File: config.mk
export PLATFORM = sky130hd
export DESIGN_NAME = gp_timer_core
export DESIGN_NICKNAME = d
export VERILOG_FILES = /design/src/rtl/tmr_pkg.sv /design/src/rtl/tmr_shadow_reg.sv /design/src/rtl/tmr_count_engine.sv /design/src/rtl/tmr_event_gen.sv /design/src/rtl/gp_timer_core.sv
export SDC_FILE = /design/constraint.sdc
export NUM_CORES = 1
export LEC_CHECK = 0
export BUFFER_PORTS_ARGS = -buffer_cell sky130_fd_sc_hd__buf_4
export CAP_MARGIN = 20
export CELL_PAD_IN_SITES_DETAIL_PLACEMENT = 1
export CELL_PAD_IN_SITES_GLOBAL_PLACEMENT = 1
export CORE_MARGIN = 1.5
export CORE_UTILIZATION = 25
export DETAILED_ROUTE_END_ITERATION = 8
export PLACE_DENSITY = 0.51
export SYNTH_ARGS = -nofsm -noshare
export SYNTH_HDL_FRONTEND = slang
export SYNTH_SLANG_ARGS = --single-unit
File: constraint.sdc
create_clock -name clk -period 6.7 [get_ports clk]
set_input_delay 0.67 -clock clk [delete_from_list [all_inputs] [get_ports clk]]
set_output_delay 0.67 -clock clk [all_outputs]
set_load 0.02 [all_outputs]
File: src/rtl/tmr_pkg.sv
// Shared types for the timer core.
package tmr_pkg;
    typedef enum logic [1:0] {
        MODE_OFF      = 2'd0,
        MODE_ONESHOT  = 2'd1,
        MODE_PERIODIC = 2'd2,
        MODE_CAPTURE  = 2'd3
    } tmr_mode_e;
endpackage

File: src/rtl/tmr_shadow_reg.sv
// Double-buffered value: a write is either applied at once or parked
// until commit. act_nxt is the value act_q takes at the coming edge, so a
// consumer reloading on the commit edge sees the parked value.
// Assumes commit is a single-cycle pulse from the count engine.
module tmr_shadow_reg #(
    parameter int W = 16
) (
    input  logic         clk,
    input  logic         rst_n,
    input  logic         wr_en,
    input  logic [W-1:0] wr_data,
    input  logic         defer,
    input  logic         commit,
    output logic [W-1:0] act_q,
    output logic [W-1:0] act_nxt
);
    logic [W-1:0] pend_q;
    logic         pend_v;

    // Next active value: direct write wins, then a pending commit.
    always_comb begin
        if (wr_en && !defer)
            act_nxt = wr_data;
        else if (commit && pend_v)
            act_nxt = pend_q;
        else
            act_nxt = act_q;
    end

    // Active value register.
    always_ff @(posedge clk) begin
        if (!rst_n) act_q <= '0;
        else        act_q <= act_nxt;
    end

    // Parked value and its valid bit.
    always_ff @(posedge clk) begin
        if (!rst_n) begin
            pend_q <= '0;
            pend_v <= 1'b0;
        end else if (wr_en && defer) begin
            pend_q <= wr_data;
            pend_v <= 1'b1;
        end else if (commit || wr_en) begin
            pend_v <= 1'b0;
        end
    end


    defer_hold_chk: assert property (@(posedge clk) disable iff (!rst_n)
        (wr_en && defer && !commit) |=> $stable(act_q));
endmodule

File: src/rtl/tmr_count_engine.sv
// Counter, enable and chain-wait state. Decides when the count steps,
// reloads or times out. Assumes en_we pulses do not coincide with an
// unrelated interval write that the caller expects to be ignored.
module tmr_count_engine
    import tmr_pkg::*;
#(
    parameter int CNT_W = 16
) (
    input  logic             clk,
    input  logic             rst_n,
    input  tmr_mode_e        mode,
    input  logic             cnt_up,
    input  logic             wait_trig,
    input  logic             en_we,
    input  logic             en_wd,
    input  logic             chain_trig,
    input  logic             ivl_load,
    input  logic [CNT_W-1:0] ivl_act,
    input  logic [CNT_W-1:0] ivl_nxt,
    output logic [CNT_W-1:0] cnt_q,
    output logic [CNT_W-1:0] free_q,
    output logic             start,
    output logic             step,
    output logic             timeout_ev
);
    logic             en_q;
    logic             go_q;
    logic             stop_req;
    logic             mode_ok;
    logic             at_term;
    logic [CNT_W-1:0] reload_val;

    assign start      = en_we & en_wd & ~en_q;
    assign stop_req   = en_we & ~en_wd;
    assign mode_ok    = (mode == MODE_ONESHOT) || (mode == MODE_PERIODIC);
    assign step       = go_q & mode_ok & ~stop_req;
    assign at_term    = cnt_up ? (cnt_q == ivl_act) : (cnt_q == '0);
    assign timeout_ev = step & at_term;
    assign reload_val = cnt_up ? '0 : ivl_nxt;

    // Enable and counting-active state.
    always_ff @(posedge clk) begin
        if (!rst_n) begin
            en_q <= 1'b0;
            go_q <= 1'b0;
        end else if (start) begin
            en_q <= 1'b1;
            go_q <= ~wait_trig;
        end else if (stop_req || (timeout_ev && mode == MODE_ONESHOT)) begin
            en_q <= 1'b0;
            go_q <= 1'b0;
        end else if (en_q && !go_q && chain_trig) begin
            go_q <= 1'b1;
        end
    end

    // Count register: load, reload, or step.
    always_ff @(posedge clk) begin
        if (!rst_n)
            cnt_q <= '0;
        else if (start || ivl_load)
            cnt_q <= reload_val;
        else if (timeout_ev) begin
            if (mode == MODE_PERIODIC) cnt_q <= reload_val;
        end else if (step)
            cnt_q <= cnt_up ? cnt_q + 1'b1 : cnt_q - 1'b1;
    end

    // Free-running count of counting cycles since start.
    always_ff @(posedge clk) begin
        if (!rst_n)     free_q <= '0;
        else if (start) free_q <= '0;
        else if (step)  free_q <= free_q + 1'b1;
    end


    down_step_chk: assert property (@(posedge clk) disable iff (!rst_n)
        (step && !cnt_up && cnt_q != '0 && !start && !ivl_load)
        |=> cnt_q == CNT_W'($past(cnt_q) - 1'b1));

    oneshot_stop_chk: assert property (@(posedge clk) disable iff (!rst_n)
        (timeout_ev && mode == MODE_ONESHOT && !ivl_load)
        |=> (!go_q && cnt_q == $past(cnt_q)));

    idle_mode_chk: assert property (@(posedge clk) disable iff (!rst_n)
        (!mode_ok && !start && !ivl_load) |=> $stable(cnt_q));

    wait_hold_chk: assert property (@(posedge clk) disable iff (!rst_n)
        (en_q && !go_q && !chain_trig && !ivl_load) |=> $stable(cnt_q));

    halt_chk: assert property (@(posedge clk) disable iff (!rst_n)
        (stop_req && !ivl_load) |=> ($stable(cnt_q) && !go_q));
endmodule

File: src/rtl/tmr_event_gen.sv
// Registered event outputs (time-out, match, chain trigger) and the
// snapshot holding register behind the readable value.
// Assumes timeout_ev and step come from the count engine in the same cycle.
module tmr_event_gen #(
    parameter int CNT_W = 16
) (
    input  logic             clk,
    input  logic             rst_n,
    input  logic             step,
    input  logic             timeout_ev,
    input  logic             start,
    input  logic             snap_mode,
    input  logic             match_ie,
    input  logic             to_irq_dis,
    input  logic [CNT_W-1:0] cnt_q,
    input  logic [CNT_W-1:0] mat_act,
    input  logic [CNT_W-1:0] free_q,
    output logic             timeout_flag_q,
    output logic             match_flag_q,
    output logic             chain_trig_q,
    output logic [CNT_W-1:0] timer_val
);
    logic             match_ev;
    logic [CNT_W-1:0] snap_q;

    assign match_ev  = step & (cnt_q == mat_act);
    assign timer_val = snap_mode ? snap_q : cnt_q;

    // One-cycle event pulses, gated by their enables.
    always_ff @(posedge clk) begin
        if (!rst_n) begin
            timeout_flag_q <= 1'b0;
            match_flag_q   <= 1'b0;
            chain_trig_q   <= 1'b0;
        end else begin
            timeout_flag_q <= timeout_ev & ~to_irq_dis;
            match_flag_q   <= match_ev & match_ie;
            chain_trig_q   <= timeout_ev | (match_ev & match_ie);
        end
    end

    // Snapshot of the free-running count at each time-out.
    always_ff @(posedge clk) begin
        if (!rst_n || start)
            snap_q <= '0;
        else if (timeout_ev && snap_mode)
            snap_q <= free_q;
    end


    trig_pulse_chk: assert property (@(posedge clk) disable iff (!rst_n)
        timeout_ev |=> chain_trig_q);

    to_mask_chk: assert property (@(posedge clk) disable iff (!rst_n)
        to_irq_dis |=> !timeout_flag_q);

    match_mask_chk: assert property (@(posedge clk) disable iff (!rst_n)
        (!match_ie && !timeout_ev) |=> (!match_flag_q && !chain_trig_q));

    snap_hold_chk: assert property (@(posedge clk) disable iff (!rst_n)
        (snap_mode && !timeout_ev && !start) |=> $stable(snap_q));
endmodule

File: src/rtl/gp_timer_core.sv
// Top of the timer core: two shadow registers (interval, match), the
// count engine and the event generator. Inputs are synchronous to clk.
module gp_timer_core
    import tmr_pkg::*;
#(
    parameter int CNT_W = 16
) (
    input  logic             clk,
    input  logic             rst_n,
    input  logic [1:0]       cfg_mode,
    input  logic             cfg_count_up,
    input  logic             cfg_ivl_defer,
    input  logic             cfg_match_defer,
    input  logic             cfg_wait_trig,
    input  logic             cfg_snap_en,
    input  logic             cfg_match_ie,
    input  logic             cfg_to_irq_dis,
    input  logic             en_we,
    input  logic             en_wd,
    input  logic             chain_trig_in,
    input  logic             ivl_we,
    input  logic [CNT_W-1:0] ivl_wd,
    input  logic             match_we,
    input  logic [CNT_W-1:0] match_wd,
    output logic [CNT_W-1:0] count_o,
    output logic [CNT_W-1:0] timer_val_o,
    output logic             timeout_flag_o,
    output logic             match_flag_o,
    output logic             chain_trig_o
);
    tmr_mode_e        mode_e;
    logic [CNT_W-1:0] ivl_act, ivl_nxt, mat_act, mat_nxt;
    logic [CNT_W-1:0] cnt_q, free_q;
    logic             start, step, timeout_ev, commit, snap_mode;

    assign mode_e    = tmr_mode_e'(cfg_mode);
    assign commit    = timeout_ev | start;
    assign snap_mode = cfg_snap_en && (mode_e == MODE_PERIODIC);
    assign count_o   = cnt_q;

    tmr_shadow_reg #(.W(CNT_W)) u_ivl_shadow (
        .clk(clk), .rst_n(rst_n), .wr_en(ivl_we), .wr_data(ivl_wd),
        .defer(cfg_ivl_defer), .commit(commit),
        .act_q(ivl_act), .act_nxt(ivl_nxt)
    );

    tmr_shadow_reg #(.W(CNT_W)) u_mat_shadow (
        .clk(clk), .rst_n(rst_n), .wr_en(match_we), .wr_data(match_wd),
        .defer(cfg_match_defer), .commit(commit),
        .act_q(mat_act), .act_nxt(mat_nxt)
    );

    tmr_count_engine #(.CNT_W(CNT_W)) u_engine (
        .clk(clk), .rst_n(rst_n), .mode(mode_e), .cnt_up(cfg_count_up),
        .wait_trig(cfg_wait_trig), .en_we(en_we), .en_wd(en_wd),
        .chain_trig(chain_trig_in), .ivl_load(ivl_we & ~cfg_ivl_defer),
        .ivl_act(ivl_act), .ivl_nxt(ivl_nxt), .cnt_q(cnt_q), .free_q(free_q),
        .start(start), .step(step), .timeout_ev(timeout_ev)
    );

    tmr_event_gen #(.CNT_W(CNT_W)) u_events (
        .clk(clk), .rst_n(rst_n), .step(step), .timeout_ev(timeout_ev),
        .start(start), .snap_mode(snap_mode), .match_ie(cfg_match_ie),
        .to_irq_dis(cfg_to_irq_dis), .cnt_q(cnt_q), .mat_act(mat_act),
        .free_q(free_q), .timeout_flag_q(timeout_flag_o),
        .match_flag_q(match_flag_o), .chain_trig_q(chain_trig_o),
        .timer_val(timer_val_o)
    );


    match_park_chk: assert property (@(posedge clk) disable iff (!rst_n)
        (match_we && cfg_match_defer && !commit) |-> (mat_nxt == mat_act));
endmodule

* Word level (Yosys, flattened, before mapping) *
Cells that the tools add are included.

cells by class
  $add $sub $neg = 3
  equality and inequality tests = 5
  muxes and demuxes = 21
  bitwise operators = 19
  reduce and logical (&&, ||, !) cells = 30

operators by type and width
  operator                 count
  $mux W16                 11
  $add A16 B1 Y16 const B  2
  $eq A16 B16 Y1           2
  $logic_not A16 Y1        1
  $sub A16 B1 Y16 const B  1
  $logic_and A1 B1 Y1      11
  $and A1 B1 Y1            10
  $mux W1                  10
  $reduce_bool A2 Y1       4
  $not A1 Y1               7
  $logic_or A1 B1 Y1       6
  $reduce_bool A3 Y1       2
  $logic_not A1 Y1         4
  $ne A3 B1 Y1 const B     1
  $eq A2 B1 Y1 const B     1
  $eq A2 B2 Y1 const B     1
  $or A1 B1 Y1             2
  $reduce_and A2 Y1        1
  $reduce_or A2 Y1         1

storage, ports and cells
  register bits = 119
  output and inout port bits = 35
  word-level logic and storage cells = 92

* Longest topological paths before layout *
  depth in word-level cells = 13
  gate-level depth with buffers = 11
  gate-level depth less buffers = 9

* Hierarchy *
Synthesis repeated with hierarchy kept, for this count alone.

second synthesis, totals
  cells, all modules = 812
  area, all modules = 7070.5 µm²

by module, submodules not included
  module            instances  cells an instance  area each (µm²)  seq. area each (µm²)
  tmr_shadow_reg    2          191                1810.5           660.6
  tmr_count_engine  1          307                2409.8           680.7
  tmr_event_gen     1          120                1018.5           380.4
  gp_timer_core     1          3                  21.3             0.0

* Least setup slack after synthesis *
No wires, ideal clock.

  path kind = input to register
  start = input cfg_count_up
  end = register u_engine.cnt_q[15]
  library setup time = 0.077 ns
  data arrival time = 2.814 ns
  path slack = 3.809 ns
  cell stages on the path = 9
  path through = inv_2 -> ha_1 -> o21a_1 -> o2111ai_1 -> o21ai_0 -> and2b_1 -> o311ai_0 -> or4b_1 -> a41oi_2

on the way
  cells in the longest elaborated chain, start to end = 10
  elaborated cells on any way between the ends = 15

ends and longest elaborated chain
  item                  line                    text
  start, declared       gp_timer_core.sv:11     input logic cfg_count_up,
  $mux W1               tmr_count_engine.sv:37  assign at_term = cnt_up ? (cnt_q == ivl_act) : (cnt_q == '0);
  $and A1 B1 Y1         tmr_count_engine.sv:38  assign timeout_ev = step & at_term;
  $or A1 B1 Y1          gp_timer_core.sv:37     assign commit = timeout_ev | start;
  $logic_and A1 B1 Y1   tmr_shadow_reg.sv:24    else if (commit && pend_v)
  $mux W16              tmr_shadow_reg.sv:24
  $mux W16              tmr_shadow_reg.sv:22    if (wr_en && !defer)
  $mux W16              tmr_count_engine.sv:39  assign reload_val = cnt_up ? '0 : ivl_nxt;
  $mux W16              tmr_count_engine.sv:64  if (mode == MODE_PERIODIC) cnt_q <= reload_val;
  $mux W16              tmr_count_engine.sv:63  else if (timeout_ev) begin
  $mux W16              tmr_count_engine.sv:61  else if (start || ivl_load)
  end signal, assigned  tmr_count_engine.sv:62  cnt_q <= reload_val;
  end signal, assigned  tmr_count_engine.sv:64
  end signal, assigned  tmr_count_engine.sv:66  cnt_q <= cnt_up ? cnt_q + 1'b1 : cnt_q - 1'b1;
  end, declared         tmr_count_engine.sv:20  output logic [CNT_W-1:0] cnt_q,

Several ways; a longest one is shown, not always the timed one. The select of a mux whose other input is x is not followed.
A chain may end at the register's enable or synchronous reset.

* Final worst setup path *
  start = input cfg_mode[0]
  end = register u_mat_shadow.act_q[12]

on the way
  cells in the longest elaborated chain, start to end = 8
  elaborated cells on any way between the ends = 9

ends and longest elaborated chain
  item                                          line                    text
  start, declared                               gp_timer_core.sv:10     input logic [1:0] cfg_mode,
  $eq A2 B1 Y1 or $eq A2 B2 Y1 (tied branches)  tmr_count_engine.sv:35  assign mode_ok = (mode == MODE_ONESHOT) || (mode == MODE_PERIODIC);
  $logic_or A1 B1 Y1 *                          tmr_count_engine.sv:35
  $and A1 B1 Y1 * (2 in a row)                  tmr_count_engine.sv:36  assign step = go_q & mode_ok & ~stop_req;
  $and A1 B1 Y1 *                               tmr_count_engine.sv:38
  $or A1 B1 Y1 *                                gp_timer_core.sv:37
  $logic_and A1 B1 Y1 *                         tmr_shadow_reg.sv:24
  $reduce_bool A2 Y1 (no source line) *         n/a
  end signal, assigned                          tmr_shadow_reg.sv:33    else act_q <= act_nxt;
  end, declared                                 tmr_shadow_reg.sv:14    output logic [W-1:0] act_q,

Every way passes the cells marked *; elsewhere a longest branch is shown, timed or not.

==> results by group <==
Place
  • Port bufs: 82
  • GP Congestion: 0.794
  • Placed inst area: 7130 um^2
  • Place WS: 2940 ps
  • DP HPWL: 15200 um

STA
  • Worst slew pin tran: 1080 ps
  • Final WS setup: 3370 ps
  • Final setup fails: 0
  • RSZ-0062 raised after global routing: no
  • Maximum clock rate: 300 MHz
  • Relative slew slack: 0.277
  • Final min period: 3330 ps
  • Hold slack: 393 ps
  • Post-route setup TNS: 0 ps
  • Fin Clk Skew: 21.0 ps
  • Final hold vios: 0
  • Final Slew Violations: 0
  • Post-route clock period utilization: 0.498

GRT
  • Largest net degree at the start of global routing: 67
  • Total GRT Usage: 0.165
  • Initial antenna violation count: 0
  • Total grt overflow: 0
  • First-pass GRT wire length: 32900 um
  • Vias in the first global route: 5809

Finish
  • Share of cells above drive strength 1: 0.189
  • Multi-input logic area: 3670 um^2
  • FF/Latch Area: 2380 um^2
  • Commonest non-fill, non-tap cell in the layout: dfxtp_1
  • Final nets: 857
  • Most frequent cells in the layout: 119 x dfxtp_1, 94 x nand2_1, 86 x buf_4, 80 x nor2_1, 48 x mux2i_1
  • Antenna diodes: 0
  • Area delta synth->final: 24.1%
  • Final Cell Area: 7770 um^2
  • Fillers: 2853

Clock tree
  • Post-CTS sizing: 0
  • Post-CTS setup buffers: 0
  • CTS sink cnt: 119
  • Worst skew pair latency: 430 ps
  • Root Buffer: clkbuf_16
  • Clock buffer depth: 2
  • Num CTS Buffers: 17
  • CTS tree: yes
  • Clock transition at path regs: 60 ps
  • # H-tree levels: 4
  • Hold Buf Count CTS: 0

Worst setup path
  • Max FO, Critical Path: 32
  • Critical path, cell by cell: buf_4 > inv_1 > ha_1 > nand2b_1 > nor2_1 > nand4_1 > o21ai_2 > a21o_1 > nor2_1 > a211oi_1
  • Flop-to-flop setup slack: 3550 ps
  • Crit path top cell by count: nor2_1
  • Crit path DAT: 3650 ps
  • Slowest Stage Delay on Critical Path: 780 ps
  • CP max-delay cell: a21o_1
  • CP required: 7020 ps
  • Startpoint Class: primary input
  • Critical Setup Path Class: in -> reg
  • Critical Path End Type: register

Power
  • PwrDens: 274 nW/um^2
  • Maximum VDD drop: 0.140 mV
  • Total power: 2.13 mW
  • P_leak: 3.11 nW

Route
  • Post-detailed-route count of antenna-violating nets: 0
  • Detailed Routing Iterations Pass 1: 5
  • WL final: 20800 um
  • DRC: 0
  • WL per Instance: 18.4 um
  • Via count: 5537
  • Initial DRC count: 155
  • Via/cell ratio: 4.91

Floorplanning
  • Rows: 57
  • Die ar.: 26000 um^2
  • Die Ht: 161 um
  • Starting density of the core: 0.256
  • Core box area: 24500 um^2
  • IO Count: 83
  • Die width: 161 um

Logic synthesis
  • Synthesized area: 6260 um^2
  • Yosys top cell area share: 0.380
  • Mapped Avg Cell Area: 8.67 um^2
  • Yosys warns: 0
  • Asr flop ratio synth: 0
  • Syn Inst Count: 722
  • Synthesized net count: 788
  • Most used flip-flop cell after synthesis: dfxtp_1
  • Synth area leaders: dfxtp_1 38%, mux2i_1 7.7%, nand2_1 5.6%, nor2_1 4.9%, xor2_1 4.3%
  • Post-synth top area cell: dfxtp_1
  • Yosys cell types: 60
  • Synthesis-stage register bit count: 119
  • Sequential fraction of the synthesis area: 0.380
  • EDFF count, synth: 0

Run status
  • Status: completed

Run
  • Maxcap violations: 0

Min path
  • Hold WC Path Type: in -> reg
-- path summary, 6_finish.rpt --
check / start / end / cells past startpoint
setup / recovery: cfg_mode[0] / u_mat_shadow.act_q[12]$_SDFFE_PN0P_ / 10
hold / removal: cfg_to_irq_dis / u_events.timeout_flag_q$_SDFF_PN0_ / 2
setup reg to reg: u_engine.cnt_q[7]$_SDFFE_PN0P_ / u_mat_shadow.act_q[12]$_SDFFE_PN0P_ / 7
hold reg to reg: u_mat_shadow.pend_q[13]$_SDFFE_PN0P_ / u_mat_shadow.pend_q[13]$_SDFFE_PN0P_ / 2
-- metal layers --
| layer | vias to the layer above | GRT usage | wire (um) |
|---|---|---|---|
| met5 | - | 0 | 0 |
| met4 | 0 | 0.0644 | 426 |
| met3 | 23 | 0.0339 | 849 |
| met2 | 112 | 0.277 | 9920 |
| met1 | 2675 | 0.207 | 9550 |
| li1 | 2727 | - | - |
-- Yosys cell counts (all sizes together), types with 7 or more instances --
master,instances
a211o,13
a211oi,34
a21oi,46
a31oi,15
and3,7
buf,14
clkbuf,25
dfxtp,119
ha,17
inv,9
mux2,18
mux2i,48
nand2,94
nand3,10
nand4,10
nor2,81
nor3,10
nor4,8
o21ai,30
xnor2,24
xor2,31
-- logic make-up after synthesis --
logic type,Yosys count,synth area share
multiplexers,66,0.110
XOR/XNOR,55,0.0769
AO/OA/AOI/OAI,170,0.183
flip-flops,119,0.380
buffers and inverters,48,0.0346
AND/OR/NAND/NOR,246,0.178
adder cells (fa/ha/maj),18,0.0372
-- report_power, final --
group	switching (mW)	internal [mW]
sequential	0.0680	0.744
clock	0.358	0.550
combinational	0.232	0.178
total	0.658	1.47
-- flip-flops by register name, indices dropped and copies added (netlist names), 16 cells and up --
| signal | cells |
|---|---|
| u_ivl_shadow.pend_q | 16 |
| u_mat_shadow.act_q | 16 |
| u_ivl_shadow.act_q | 16 |
| u_engine.free_q | 16 |
| u_mat_shadow.pend_q | 16 |
| u_events.snap_q | 16 |
| u_engine.cnt_q | 16 |
-- critical path, delay by kind of cell --
kind | cells | cell delay (ps)
compound gates | 3 | 1400
fa+ha+maj | 1 | 270
buf+inv | 2 | 120
simple gates | 4 | 1180
-- area by class of cell --
type / count / share of cell area
clock buffer: 19 / 0.0557
clock inverter: 13 / 0.0192
inverter: 9 / 0.00435
multi-input combinational: 555 / 0.472
sequential: 119 / 0.307
tap: 324 / 0.0522
timing repair buffer: 89 / 0.0900
-- stage by stage --
| stage | util | instances |
|---|---|---|
| 2_1_floorplan | - | 722 |
| 3_3_place_gp | 0.292 | 1093 |
| 3_5_place_dp | 0.292 | 1093 |
| 4_1_cts | 0.315 | 1125 |
| 5_1_grt | 0.318 | 1128 |
| 6_report | 0.318 | 1128 |
Note: power is estimated with default switching activity, not from simulation.
